### src/rtl/rx_accept_pkg.sv
package rx_accept_pkg;

  // Strobes from the frame control to the packing datapath.
  typedef struct packed {
    logic wr;    // store inData in the current lane
    logic clr;   // discard the partly filled block
    logic emit;  // hand the block (with this byte) downstream
    logic last;  // the emitted block ends the frame
  } pack_strobe_t;

  typedef enum logic [1:0] {
    ST_IDLE = 2'd0,  // between frames, next byte opens one
    ST_OPEN = 2'd1,  // frame in progress
    ST_DROP = 2'd2   // rejected or overflowed, wait for the end marker
  } frame_state_t;

endpackage

### src/rtl/rx_accept_ctrl.sv
module rx_accept_ctrl
  import rx_accept_pkg::*;
#(
  parameter int BLK_BYTES = 16,
  parameter int CHECK_AT  = 6,
  parameter int ACC_LEN   = 64,
  parameter int MAX_LEN   = 1536,
  parameter int LANEW     = $clog2(BLK_BYTES),
  parameter int CNTW      = $clog2(MAX_LEN + 1)
) (
  input  logic             clk,
  input  logic             rstN,
  input  logic             inValid,
  input  logic             inEnd,
  input  logic             addrReject,
  output pack_strobe_t     stb,
  output logic [LANEW-1:0] lane,
  output logic [CNTW-1:0]  count,
  output logic             addrCheck,
  output logic             accepted,
  output logic             rejected,
  output logic             shortFrame,
  output logic             overflow
);

  frame_state_t    state, stateNext;
  logic [CNTW-1:0] cnt, curCnt, cntN;
  logic            accDone;
  logic            canTake, rejNow, ovfNow, take, endNow;

  always_comb begin
    canTake = (state != ST_DROP);
    curCnt  = (state == ST_IDLE) ? '0 : cnt;
    cntN    = curCnt + CNTW'(1);
    rejNow  = addrReject && (state == ST_OPEN) && !accDone;
    ovfNow  = inValid && canTake && !rejNow && (curCnt == CNTW'(MAX_LEN));
    take    = inValid && canTake && !rejNow && !ovfNow;
    endNow  = inValid && inEnd;

    stb.wr   = take;
    stb.clr  = rejNow || ovfNow;
    stb.emit = take && ((curCnt[LANEW-1:0] == LANEW'(BLK_BYTES - 1)) || inEnd);
    stb.last = take && inEnd;
    lane     = curCnt[LANEW-1:0];
    count    = cntN;

    if (endNow)                stateNext = ST_IDLE;
    else if (rejNow || ovfNow) stateNext = ST_DROP;
    else if (take)             stateNext = ST_OPEN;
    else                       stateNext = state;
  end

  always_ff @(posedge clk or negedge rstN) begin
    if (!rstN) begin
      state      <= ST_IDLE;
      cnt        <= '0;
      accDone    <= 1'b0;
      addrCheck  <= 1'b0;
      accepted   <= 1'b0;
      rejected   <= 1'b0;
      shortFrame <= 1'b0;
      overflow   <= 1'b0;
    end else begin
      state <= stateNext;
      if (take) cnt <= cntN;
      if (endNow)                                  accDone <= 1'b0;
      else if (take && cntN == CNTW'(ACC_LEN))     accDone <= 1'b1;
      addrCheck  <= take && (cntN == CNTW'(CHECK_AT));
      accepted   <= take && (cntN == CNTW'(ACC_LEN));
      rejected   <= rejNow;
      shortFrame <= take && inEnd && (cntN < CNTW'(ACC_LEN));
      overflow   <= ovfNow;
    end
  end

endmodule

### src/rtl/rx_accept_dp.sv
module rx_accept_dp
  import rx_accept_pkg::*;
#(
  parameter int BLK_BYTES = 16,
  parameter int LANEW     = $clog2(BLK_BYTES),
  parameter int CNTW      = 11,
  parameter int DW        = BLK_BYTES * 8
) (
  input  logic             clk,
  input  logic             rstN,
  input  logic [7:0]       inData,
  input  pack_strobe_t     stb,
  input  logic [LANEW-1:0] lane,
  input  logic [CNTW-1:0]  count,
  output logic             outValid,
  output logic [DW-1:0]    outData,
  output logic             outLast,
  output logic [CNTW-1:0]  outCount
);

  logic [BLK_BYTES-1:0][7:0] fill, fillNext;

  always_comb begin
    fillNext = fill;
    if (stb.wr) fillNext[lane] = inData;
  end

  always_ff @(posedge clk or negedge rstN) begin
    if (!rstN) begin
      fill     <= '0;
      outValid <= 1'b0;
      outLast  <= 1'b0;
      outData  <= '0;
      outCount <= '0;
    end else begin
      // Unused lanes stay zero, which doubles as the padding of a short block.
      if (stb.clr || stb.emit) fill <= '0;
      else                     fill <= fillNext;
      outValid <= stb.emit;
      outLast  <= stb.last;
      if (stb.emit) begin
        outData  <= fillNext;
        outCount <= count;
      end
    end
  end

endmodule

### src/rtl/rx_accept_packer.sv
module rx_accept_packer
  import rx_accept_pkg::*;
#(
  parameter int BLK_BYTES = 16,
  parameter int CHECK_AT  = 6,
  parameter int ACC_LEN   = 64,
  parameter int MAX_LEN   = 1536,
  localparam int LANEW    = $clog2(BLK_BYTES),
  localparam int CNTW     = $clog2(MAX_LEN + 1),
  localparam int DW       = BLK_BYTES * 8
) (
  input  logic            clk,
  input  logic            rstN,
  input  logic            inValid,
  input  logic [7:0]      inData,
  input  logic            inEnd,
  input  logic            addrReject,
  output logic            addrCheck,
  output logic            accepted,
  output logic            rejected,
  output logic            shortFrame,
  output logic            overflow,
  output logic            outValid,
  output logic [DW-1:0]   outData,
  output logic            outLast,
  output logic [CNTW-1:0] outCount
);

  pack_strobe_t     stb;
  logic [LANEW-1:0] lane;
  logic [CNTW-1:0]  count;

  rx_accept_ctrl #(
    .BLK_BYTES(BLK_BYTES), .CHECK_AT(CHECK_AT), .ACC_LEN(ACC_LEN),
    .MAX_LEN(MAX_LEN), .LANEW(LANEW), .CNTW(CNTW)
  ) u_ctrl (
    .clk(clk), .rstN(rstN), .inValid(inValid), .inEnd(inEnd),
    .addrReject(addrReject), .stb(stb), .lane(lane), .count(count),
    .addrCheck(addrCheck), .accepted(accepted), .rejected(rejected),
    .shortFrame(shortFrame), .overflow(overflow)
  );

  rx_accept_dp #(
    .BLK_BYTES(BLK_BYTES), .LANEW(LANEW), .CNTW(CNTW), .DW(DW)
  ) u_dp (
    .clk(clk), .rstN(rstN), .inData(inData), .stb(stb), .lane(lane),
    .count(count), .outValid(outValid), .outData(outData),
    .outLast(outLast), .outCount(outCount)
  );

endmodule

### config.mk
export PLATFORM = sky130hd
export DESIGN_NAME = rx_accept_packer
export DESIGN_NICKNAME = d
export VERILOG_FILES = /design/src/rtl/rx_accept_pkg.sv /design/src/rtl/rx_accept_ctrl.sv /design/src/rtl/rx_accept_dp.sv /design/src/rtl/rx_accept_packer.sv
export SDC_FILE = /design/constraint.sdc
export NUM_CORES = 1
export LEC_CHECK = 0
export ABC_CLOCK_PERIOD_IN_PS = 3000
export BUFFER_PORTS_ARGS = -buffer_cell sky130_fd_sc_hd__buf_2
export CORE_ASPECT_RATIO = 1.25
export CORE_MARGIN = 2
export CORE_UTILIZATION = 57
export CTS_CLUSTER_DIAMETER = 150
export DETAILED_ROUTE_END_ITERATION = 8
export PLACE_DENSITY = 0.76
export SKIP_LAST_GASP = 1
export SLEW_MARGIN = 20
export SYNTH_ARGS = -nofsm -noshare
export SYNTH_HDL_FRONTEND = slang
export SYNTH_SLANG_ARGS = --single-unit
### constraint.sdc
create_clock -name clk -period 3 [get_ports clk]
set_input_delay 0.15 -clock clk [delete_from_list [all_inputs] [get_ports clk]]
set_output_delay 0.15 -clock clk [all_outputs]
set_load 0.01 [all_outputs]
### Yosys cells after proc, flatten, opt, wreduce, memory -nomap -nowiden

Cells that the tools add are included.

| operators by class | value |
|---|---|
| equal/unequal tests | 6 |
| add/subtract/negate cells | 1 |
| multiplexer cells | 11 |
| reductions and logical operators | 22 |
| magnitude comparators | 3 |

Operators by type and width:

| kind | number |
|---|---|
| 128-bit 2-to-1 mux | 2 |
| 128-bit bitwise mux | 1 |
| 8-bit demux with 4-bit select | 1 |
| 1-bit logical AND | 13 |
| 11-bit by 1-bit adder with 11-bit output, second input constant | 1 |
| 11-bit == test, second input constant | 1 |
| 11-bit by 3-bit == test with 1-bit output, second input constant | 1 |
| 11-bit by 7-bit == test with 1-bit output, second input constant | 1 |
| 11-bit by 7-bit less-than comparator with 1-bit output, second input constant | 1 |
| 11-bit 2-to-1 mux | 1 |
| 8-bit 2-to-1 mux | 1 |
| 2-bit 2-to-1 mux | 3 |
| 4-bit by 5-bit less-than comparator with 1-bit output, second input constant | 1 |
| 4-bit == test, second input constant | 1 |
| 4-bit by 1-bit greater-or-equal comparator with 1-bit output, second input constant | 1 |
| 1-bit logical NOT | 3 |
| 1-bit logical OR | 3 |
| 3-bit nonzero test | 1 |
| 2-bit by 1-bit == test with 1-bit output, second input constant | 1 |
| 2-bit logical NOT | 1 |
| 1-bit 2-to-1 mux | 2 |
| 2-bit != test, second input constant | 1 |
| 2-bit nonzero test | 1 |

| storage, ports and cells | value |
|---|---|
| register bits after elaboration | 288 |
| word-level logic and storage cells | 71 |

### Logic depth before layout (Yosys ltp)

Gate-level depths: netlist of the first run.

| depth | value |
|---|---|
| depth in word-level cells | 11 |
| gate-level depth with buffers | 10 |
| mapped depth without buffers | 7 |

### Cells and area by module

A second synthesis of the first run with hierarchy kept.

| second synthesis, totals | value |
|---|---|
| cells, all modules | 1206 |
| area total of the unflattened synthesis | 12139.1 um2 |

Modules (own cells, without submodules):

| module | cells each | sequential area each (um2) | area each (um2) | instances |
|---|---|---|---|---|
| rx_accept_dp | 1056 | 6731.5 | 10842.9 | 1 |
| rx_accept_ctrl | 150 | 475.5 | 1296.2 | 1 |

### Least setup slack after synthesis of the first run

OpenSTA, ideal clock, no wires.

| timing path | value |
|---|---|
| path kind | flip-flop to flip-flop |
| start point | register u_ctrl.state[0] |
| end point | register u_dp.outData[72] |
| data arrival time | 2.114 ns |
| stages on the path, launching flop included | 9 |
| setup time | 0.133 ns |
| slack | 0.753 ns |
| path buffers | 2 |
| clock period less this slack | 2.247 ns |
| cell sequence | dfrtp_1 -> buf_2 -> or2_2 -> and2_0 -> ha_1 -> nand4b_1 -> buf_1 -> mux2i_1 -> o21ai_0 |

| on the way | value |
|---|---|
| cells in the longest elaborated chain, start to end | 9 |
| elaborated cells between the ends (all ways) | 23 |
| those cells by class | order compare (2); eq/ne (4); mux (5); reduce/logical (12) |

Ends and longest elaborated chain:

| element | RTL line | source |
|---|---|---|
| start, declared | rx_accept_ctrl.sv:26 | `frame_state_t state, stateNext;` |
| start signal, assigned | rx_accept_ctrl.sv:64 | `state <= stateNext;` |
| parallel branches: the longest is 9 deep, another holds 4-bit by 5-bit less-than comparator with 1-bit output | - |  |
| end signal, assigned | rx_accept_dp.sv:42 | `outData <= fillNext;` |
| end, declared | rx_accept_dp.sv:16 | `output logic [DW-1:0] outData,` |

Parallel ways; which one is timed is not known.
A chain may end at the register's enable or synchronous reset.

### Worst setup path in the final report of the first run

| timing path | value |
|---|---|
| start point | register u_ctrl.cnt[2] |
| end point | register u_ctrl.accDone |

| on the way | value |
|---|---|
| cells in the longest elaborated chain, start to end | 7 |
| elaborated cells between the ends (all ways) | 9 |
| those cells by class | add/sub (1); eq/ne (2); mux (1); reduce/logical (5) |

Ends and longest elaborated chain:

| element | RTL line | source |
|---|---|---|
| start, declared | rx_accept_ctrl.sv:27 | `logic [CNTW-1:0] cnt, curCnt, cntN;` |
| start signal, assigned | rx_accept_ctrl.sv:65 | `if (take) cnt <= cntN;` |
| 11-bit 2-to-1 mux * | rx_accept_ctrl.sv:33 | `curCnt = (state == ST_IDLE) ? '0 : cnt;` |
| parallel branches: the longest is 4 deep, another holds 11-bit by 1-bit adder with 11-bit output | - |  |
| 1-bit logical AND * | rx_accept_ctrl.sv:67 | `else if (take && cntN == CNTW'(ACC_LEN)) accDone <= 1'b1;` |
| 2-bit nonzero test (no source line) * | - |  |
| end signal, assigned | rx_accept_ctrl.sv:57 | `accDone <= 1'b0;` |
| end signal, assigned | rx_accept_ctrl.sv:66 | `if (endNow) accDone <= 1'b0;` |
| end signal, assigned | rx_accept_ctrl.sv:67 |  |
| end, declared | rx_accept_ctrl.sv:28 | `logic accDone;` |

Mark *: on every way between the ends.

==> results.json, run 1 <==
{
  "detailedRoute.firstIterationViolations": 708,
  "cellLeakagePower_nw": 7.09,
  "cts_tree": "built",
  "post_synth_fa_ha_maj_area_fraction_pct": 0.325,
  "number_of_synthesized_flops_with_an_enable_pin": 0,
  "max_freq_ghz": 0.387,
  "cp_capture_type": "register",
  "commonest_register_cell_after_synthesis": "dfrtp_1",
  "detailroute.wirelength.met3_um": 1260,
  "mappedNetlistNets": 1051,
  "antenna_found_initial": 0,
  "status": "finished, final reports clean",
  "first_pass_grt_wire_length_um": 42700,
  "worst-setup-path-type": "reg2reg",
  "netSwitchingPower_mw": 3.15,
  "internal_power_mw": 6.87,
  "fin_nets": 1195,
  "via_per_inst": 5.48,
  "totalPowerFinal_mw": 10.0,
  "report.final.slew_viol_count": 0,
  "timing.clock.skew_ns": 0.0190,
  "layout.filler_cells": 1558,
  "tritoncts.num_buffers": 27,
  "synthesis.area_sq_um": 11600,
  "dieHeight_um": 163,
  "root_buffer": "clkbuf_16",
  "totalNegativeSetupSlack_ns": 0,
  "clock_net_sink_count": 288,
  "rows": 58,
  "layout-drive-gt1-share_pct": 20.7,
  "seq_power_share_pct": 45.3,
  "globalRoute.totalOverflow": 0,
  "h-tree-depth": 1,
  "maximum_number_of_pins_on_one_net_before_global_route_repair": 97,
  "grt_use_total_pct": 24.9,
  "synth_top_area_cell": "dfrtp_1",
  "worst-slew-pin-transition_ns": 0.718,
  "detail_route_antenna_nets": 0,
  "clk_path_buf_depth": 3,
  "synthesis.area_per_instance_sq_um": 11.2,
  "post_synth_mux_area_share_pct": 11.2,
  "final.setup.worst_slack_ns": 0.414,
  "clk_pin_slew_ns": 0.07,
  "io_pins": 159,
  "async_reset_ff_share_pct": 100,
  "chipWidth_um": 131,
  "cts_resized": 0,
  "multi_input_comb_area_sq_um": 3930,
  "worst-endpoint-required_ns": 3.46,
  "vias": 8046,
  "final-seq-area_sq_um": 7210,
  "routed.top_layer": "met4",
  "power_frac_comb_pct": 21.8,
  "dp_cells": 1415,
  "placement.setup.worst_slack_ns": 0.491,
  "final.min_clock_period_ns": 2.59,
  "ir_drop_mv": 0.547,
  "area_share_of_the_leading_cell_type_in_the_synthesized_netlist_pct": 62.3,
  "hold_path_class": "in2reg",
  "main_combinational_cell_family_by_area_after_synthesis": "simple AND/OR/NAND/NOR gates",
  "die-area_sq_um": 21500,
  "route.layer.met1.wl_um": 11600,
  "finalHoldViolCount": 0,
  "power.share.clock_pct": 32.9,
  "routedWlPerCell_um": 18.0,
  "drc": 0,
  "mostFrequentLayoutCells": "dfrtp_1 (288), nor2_1 (170), buf_2 (157)",
  "cp_data_arrival_time_ns": 3.04,
  "worst_slew_margin_rel_pct": 52.0,
  "wl_met2_um": 13000,
  "critPathLaunchType": "register",
  "post_layout_nonfiller_instances": 1469,
  "area_delta_synth_final_pct": 16.8,
  "routability_congestion": 0.909,
  "clk-insertion-delay-late_ns": 0.54,
  "synthCells": 1035,
  "finalCritPeriodShare_pct": 86.2,
  "layout.cells.most_common": "dfrtp_1",
  "synthSimpleGateAreaFrac_pct": 13.0,
  "synth-xor-area-share_pct": 0.682,
  "total_setup_violations_reported_at_the_end_of_the_flow": 0,
  "fin_hold_ws_ns": 0.188,
  "number_of_global_route_vias_before_repair": 7801,
  "fp.coreArea_sq_um": 20000,
  "antennaDiodeCount": 0,
  "dp_hpwl_um": 16900,
  "detail_route.first_pass.iterations": 6,
  "pwr_density_cell_nw_per_um2": 743,
  "initial_utilization_pct": 57.7,
  "placement.io_buffers": 158,
  "yosys_register_bits": 288,
  "rsz_0062_raised_after_global_routing": "no",
  "maxCapViolCount": 0,
  "synth_sequential_area_ratio_pct": 62.3,
  "netlist-cell-type-count": 54,
  "crit_path_max_fanout": 16,
  "yosysWarnings": 0,
  "postRouteWirelength_um": 26500,
  "synth_compound_gate_area_share_pct": 8.59,
  "power.share.switching_pct": 31.4,
  "post_synth_main_area_contributors": "dfrtp_1 (62%), mux2i_1 (11%), nor2_1 (5.5%), o21ai_0 (5.1%), nand2_1 (4.3%)"
}
per-stage QoR:
stage | area, sq um | utilization (%)
global placement | 12600 | 62.9
detailed placement | 12600 | 62.9
CTS | 13500 | 67.4
finish | 13500 | 67.4
floorplan | 11600 | -
global route | 13500 | 67.4
worst max-delay path: stages (launching register included):
cell,delay (ns)
dfrtp_1,0.63
nor2_1,0.20
and4_1,0.23
nor2_1,0.36
and4_1,0.35
a2bb2oi_1,0.17
dlygate4sd3_1,0.57
worst paths after layout:
kind	start	to	slack, ns	cells past startpoint
worst max-delay path	u_ctrl.cnt[2]	u_ctrl.accDone	0.41	6
worst min-delay path	inData[7]	u_dp.fill[63]	0.19	3
worst max register to register	u_ctrl.cnt[2]	u_ctrl.accDone	0.41	6
worst min register to register	u_dp.outData[43]	u_dp.outData[43]	0.47	2
max in group asynchronous	rstN	u_ctrl.cnt[4]	1.98	3
min in group asynchronous	rstN	u_dp.outData[121]	0.21	2
flip-flops by register name (all words and copies together), names as in the netlist, 2 cells and up:
signal	cells
u_dp.fill	128
u_ctrl.state	2
u_ctrl.cnt	11
u_dp.outCount	11
u_dp.outData	128
routing by layer:
metal  global-route usage [%]  vias up
met1                     35.2     4006
met4                     7.02        0
met5                        0        -
met2                     41.0      230
met3                     3.38       48
li1                         -     3762
cell type report:
class / count / share of cell area [%]
sequential: 288 / 53.4
clock buffer: 35 / 5.60
clock inverter: 14 / 0.806
inverter: 5 / 0.139
timing repair buffer: 189 / 8.49
tap: 270 / 2.50
multi-input combinational: 668 / 29.1
cells in the mapped netlist (all sizes together), types with 2 or more instances:
master,instances
a22o,3
nand2,134
a211oi,2
xor2,5
nor4,3
and2,4
a31oi,2
nor3b,3
nand2b,3
o21ai,120
dfrtp,288
ha,3
o211ai,3
mux2i,129
buf,48
nand4,4
inv,5
and4,4
nor3,7
and4bb,2
or2,2
o31ai,10
nor2,171
clkbuf,26
a21oi,28
xnor2,4
nand4b,2
nand3,7
cells by family (layout without fill, tap and decap cells):
group           after synthesis  count (layout)
buf+inv                      79             243
mux                         129             129
flops                       288             288
compound gates              176             176
simple gates                351             351
fa+ha+maj                     3               3
xor+xnor                      9               9
what timing repair did:
| action | 4_1_cts | 5_1_grt |
|---|---|---|
| buffers inserted | 0 | 0 |
| hold buffers | 5 | 0 |
| hold endpoints to repair | 90 | 0 |
power groups by stage:
stage | Clock (mW) | Combinational, mW | Sequential (mW)
after detailed placement | 0 | 2.20 | 4.60
after global routing | 3.51 | 2.41 | 4.58
after CTS | 3.35 | 2.21 | 4.54
final | 3.30 | 2.19 | 4.54
after global placement | 0 | 2.16 | 4.59
after floorplan | 0 | 1.45 | 4.63
(Power assumes the default switching activity.)
==> run 2: changes to the inputs <==
- CELL_PAD_IN_SITES_DETAIL_PLACEMENT: default -> 1
- CELL_PAD_IN_SITES_GLOBAL_PLACEMENT: default -> 1
- CORE_UTILIZATION: 57 -> 45
- SKIP_LAST_GASP: 1 -> default
==> run 2 against run 1 <==
Net effect: via count increased by 1.2%; final cell count is 4.0% higher; critical path depth is 1 higher; fmax decreased by 8.0%; register-to-register slack got worse by 0.23 ns; critical endpoint unchanged; largest power group unchanged.
==> results.json, run 2 (synthesis results as in run 1) <==
{
  "tritoncts.num_buffers": 28,
  "maxCapViolCount": 0,
  "total_setup_violations_reported_at_the_end_of_the_flow": 0,
  "clock_net_sink_count": 288,
  "layout.cell_area.non_filler_sq_um": 13600,
  "fin_nets": 1190,
  "worst-setup-path-type": "reg2reg",
  "cts_tree": "built",
  "area_delta_synth_final_pct": 17.7,
  "totalNegativeSetupSlack_ns": 0,
  "h-tree-depth": 1,
  "routedWlPerCell_um": 19.9,
  "root_buffer": "clkbuf_16",
  "status": "finished, final reports clean",
  "layout.filler_cells": 2696,
  "number_of_global_route_vias_before_repair": 8816,
  "fin_hold_ws_ns": 0.191,
  "grt_use_total_pct": 22.9,
  "crit_path_max_fanout": 18,
  "max_freq_ghz": 0.356,
  "drc": 0,
  "initial_utilization_pct": 45.7,
  "dieHeight_um": 183,
  "antennaDiodeCount": 0,
  "finalCritPeriodShare_pct": 93.7,
  "via_per_inst": 5.33,
  "largest_registers": "u_dp.fill (128), u_dp.outData (128)",
  "postCtsSetupRepairBufs": 0,
  "post_cts_hold_fix_bufs": 5,
  "critPathLaunchType": "register",
  "placement.cell_area_sq_um": 12600,
  "detailedRoute.firstIterationViolations": 298,
  "antenna_found_initial": 0,
  "timing.clock.skew_ns": 0.0149,
  "clk_pin_slew_ns": 0.07,
  "vias": 8144,
  "worst-endpoint-required_ns": 3.48,
  "final.min_clock_period_ns": 2.81,
  "chipWidth_um": 147,
  "hold_path_class": "in2reg",
  "cp_data_arrival_time_ns": 3.29,
  "cp_capture_type": "register",
  "worst_slew_margin_rel_pct": 51.7,
  "placement.io_buffers": 158,
  "dp_hpwl_um": 19200,
  "rows": 65,
  "die-area_sq_um": 27000,
  "maximum_number_of_pins_on_one_net_before_global_route_repair": 132,
  "globalRoute.totalOverflow": 0,
  "fp.coreArea_sq_um": 25300,
  "clk-insertion-delay-late_ns": 0.54,
  "ir_drop_mv": 0.504,
  "detail_route_antenna_nets": 0,
  "rsz_0062_raised_after_global_routing": "no",
  "finalHoldViolCount": 0,
  "cellLeakagePower_nw": 7.10,
  "detail_route.first_pass.iterations": 4,
  "layout.cells.most_common": "dfrtp_1",
  "routability_congestion": 0.867,
  "clk_path_buf_depth": 3,
  "report.final.slew_viol_count": 0,
  "mostFrequentLayoutCells": "dfrtp_1 (288), nor2_1 (170), buf_2 (157)",
  "postRouteWirelength_um": 30400,
  "cts_resized": 0,
  "layout-drive-gt1-share_pct": 20.2,
  "first_pass_grt_wire_length_um": 48900,
  "io_pins": 159,
  "worst-slew-pin-transition_ns": 0.722,
  "pwr_density_cell_nw_per_um2": 760
}
[run 2: cell types whose count changed in the layout (fill, tap and decap cells not counted), sizes merged]
cell,delta
buf,-6
inv,+1
clkinvlp,-2
clkbuf,+4
clkinv,-4
bufinv,+1
[run 2: layout make-up]
class                           count  area, sq um  area share [%]
Inverter                            5         18.8           0.138
Tap cell                          335          419            3.08
Sequential cell                   288         7210            52.9
Clock inverter                     10          116           0.855
Clock buffer                       39          823            6.05
Timing Repair Buffer              183         1100            8.09
Multi-Input combinational cell    668         3930            28.9
[run 2: metal layers]
metal	up-vias	GRT usage, %	routed length, um
met5	-	0	0
met4	0	6.19	665
met3	43	2.99	1170
met2	166	40.4	15600
met1	4180	30.0	12900
li1	3755	-	-
[run 2: report_power, final]
part	switching [mW]	total [mW]	leakage (nW)	internal, mW
logic	1.51	2.22	2.69	0.708
clock network	1.49	3.57	0.459	2.09
registers	0.265	4.55	3.94	4.29
[run 2: per-stage QoR]
step | power [mW] | util, % | setup WS [ns] | cells
floorplan | 6.08 | - | 0.753 | 1035
finish | 10.3 | 53.8 | 0.188 | 1528
global placement | 6.77 | 49.9 | 0.551 | 1474
CTS | 10.5 | 53.8 | 0.248 | 1528
detailed placement | 6.86 | 49.9 | 0.413 | 1474
global route | 10.9 | 53.8 | 0.0715 | 1528
[run 2: final timing paths]
| kind | endpoint | cells past startpoint | slack, ns | from |
|---|---|---|---|---|
| setup / recovery | u_ctrl.accDone | 7 | 0.19 | u_ctrl.state[0] |
| hold / removal | u_dp.fill[55] | 3 | 0.19 | inData[7] |
| setup reg to reg | u_ctrl.accDone | 7 | 0.19 | u_ctrl.state[0] |
| hold reg to reg | u_dp.outData[60] | 2 | 0.48 | u_dp.outData[60] |
| max in group asynchronous | u_dp.outData[10] | 3 | 1.87 | rstN |
| min in group asynchronous | u_dp.outData[117] | 2 | 0.22 | rstN |
[run 2: worst max-delay path: stages, from the launching register on]
cell and delay (ns):
dfrtp_1 0.49, nor2_1 0.58, buf_4 0.35, o22ai_1 0.12
o21ai_0 0.17, and4_1 0.29, a2bb2oi_1 0.17, dlygate4sd3_1 0.58
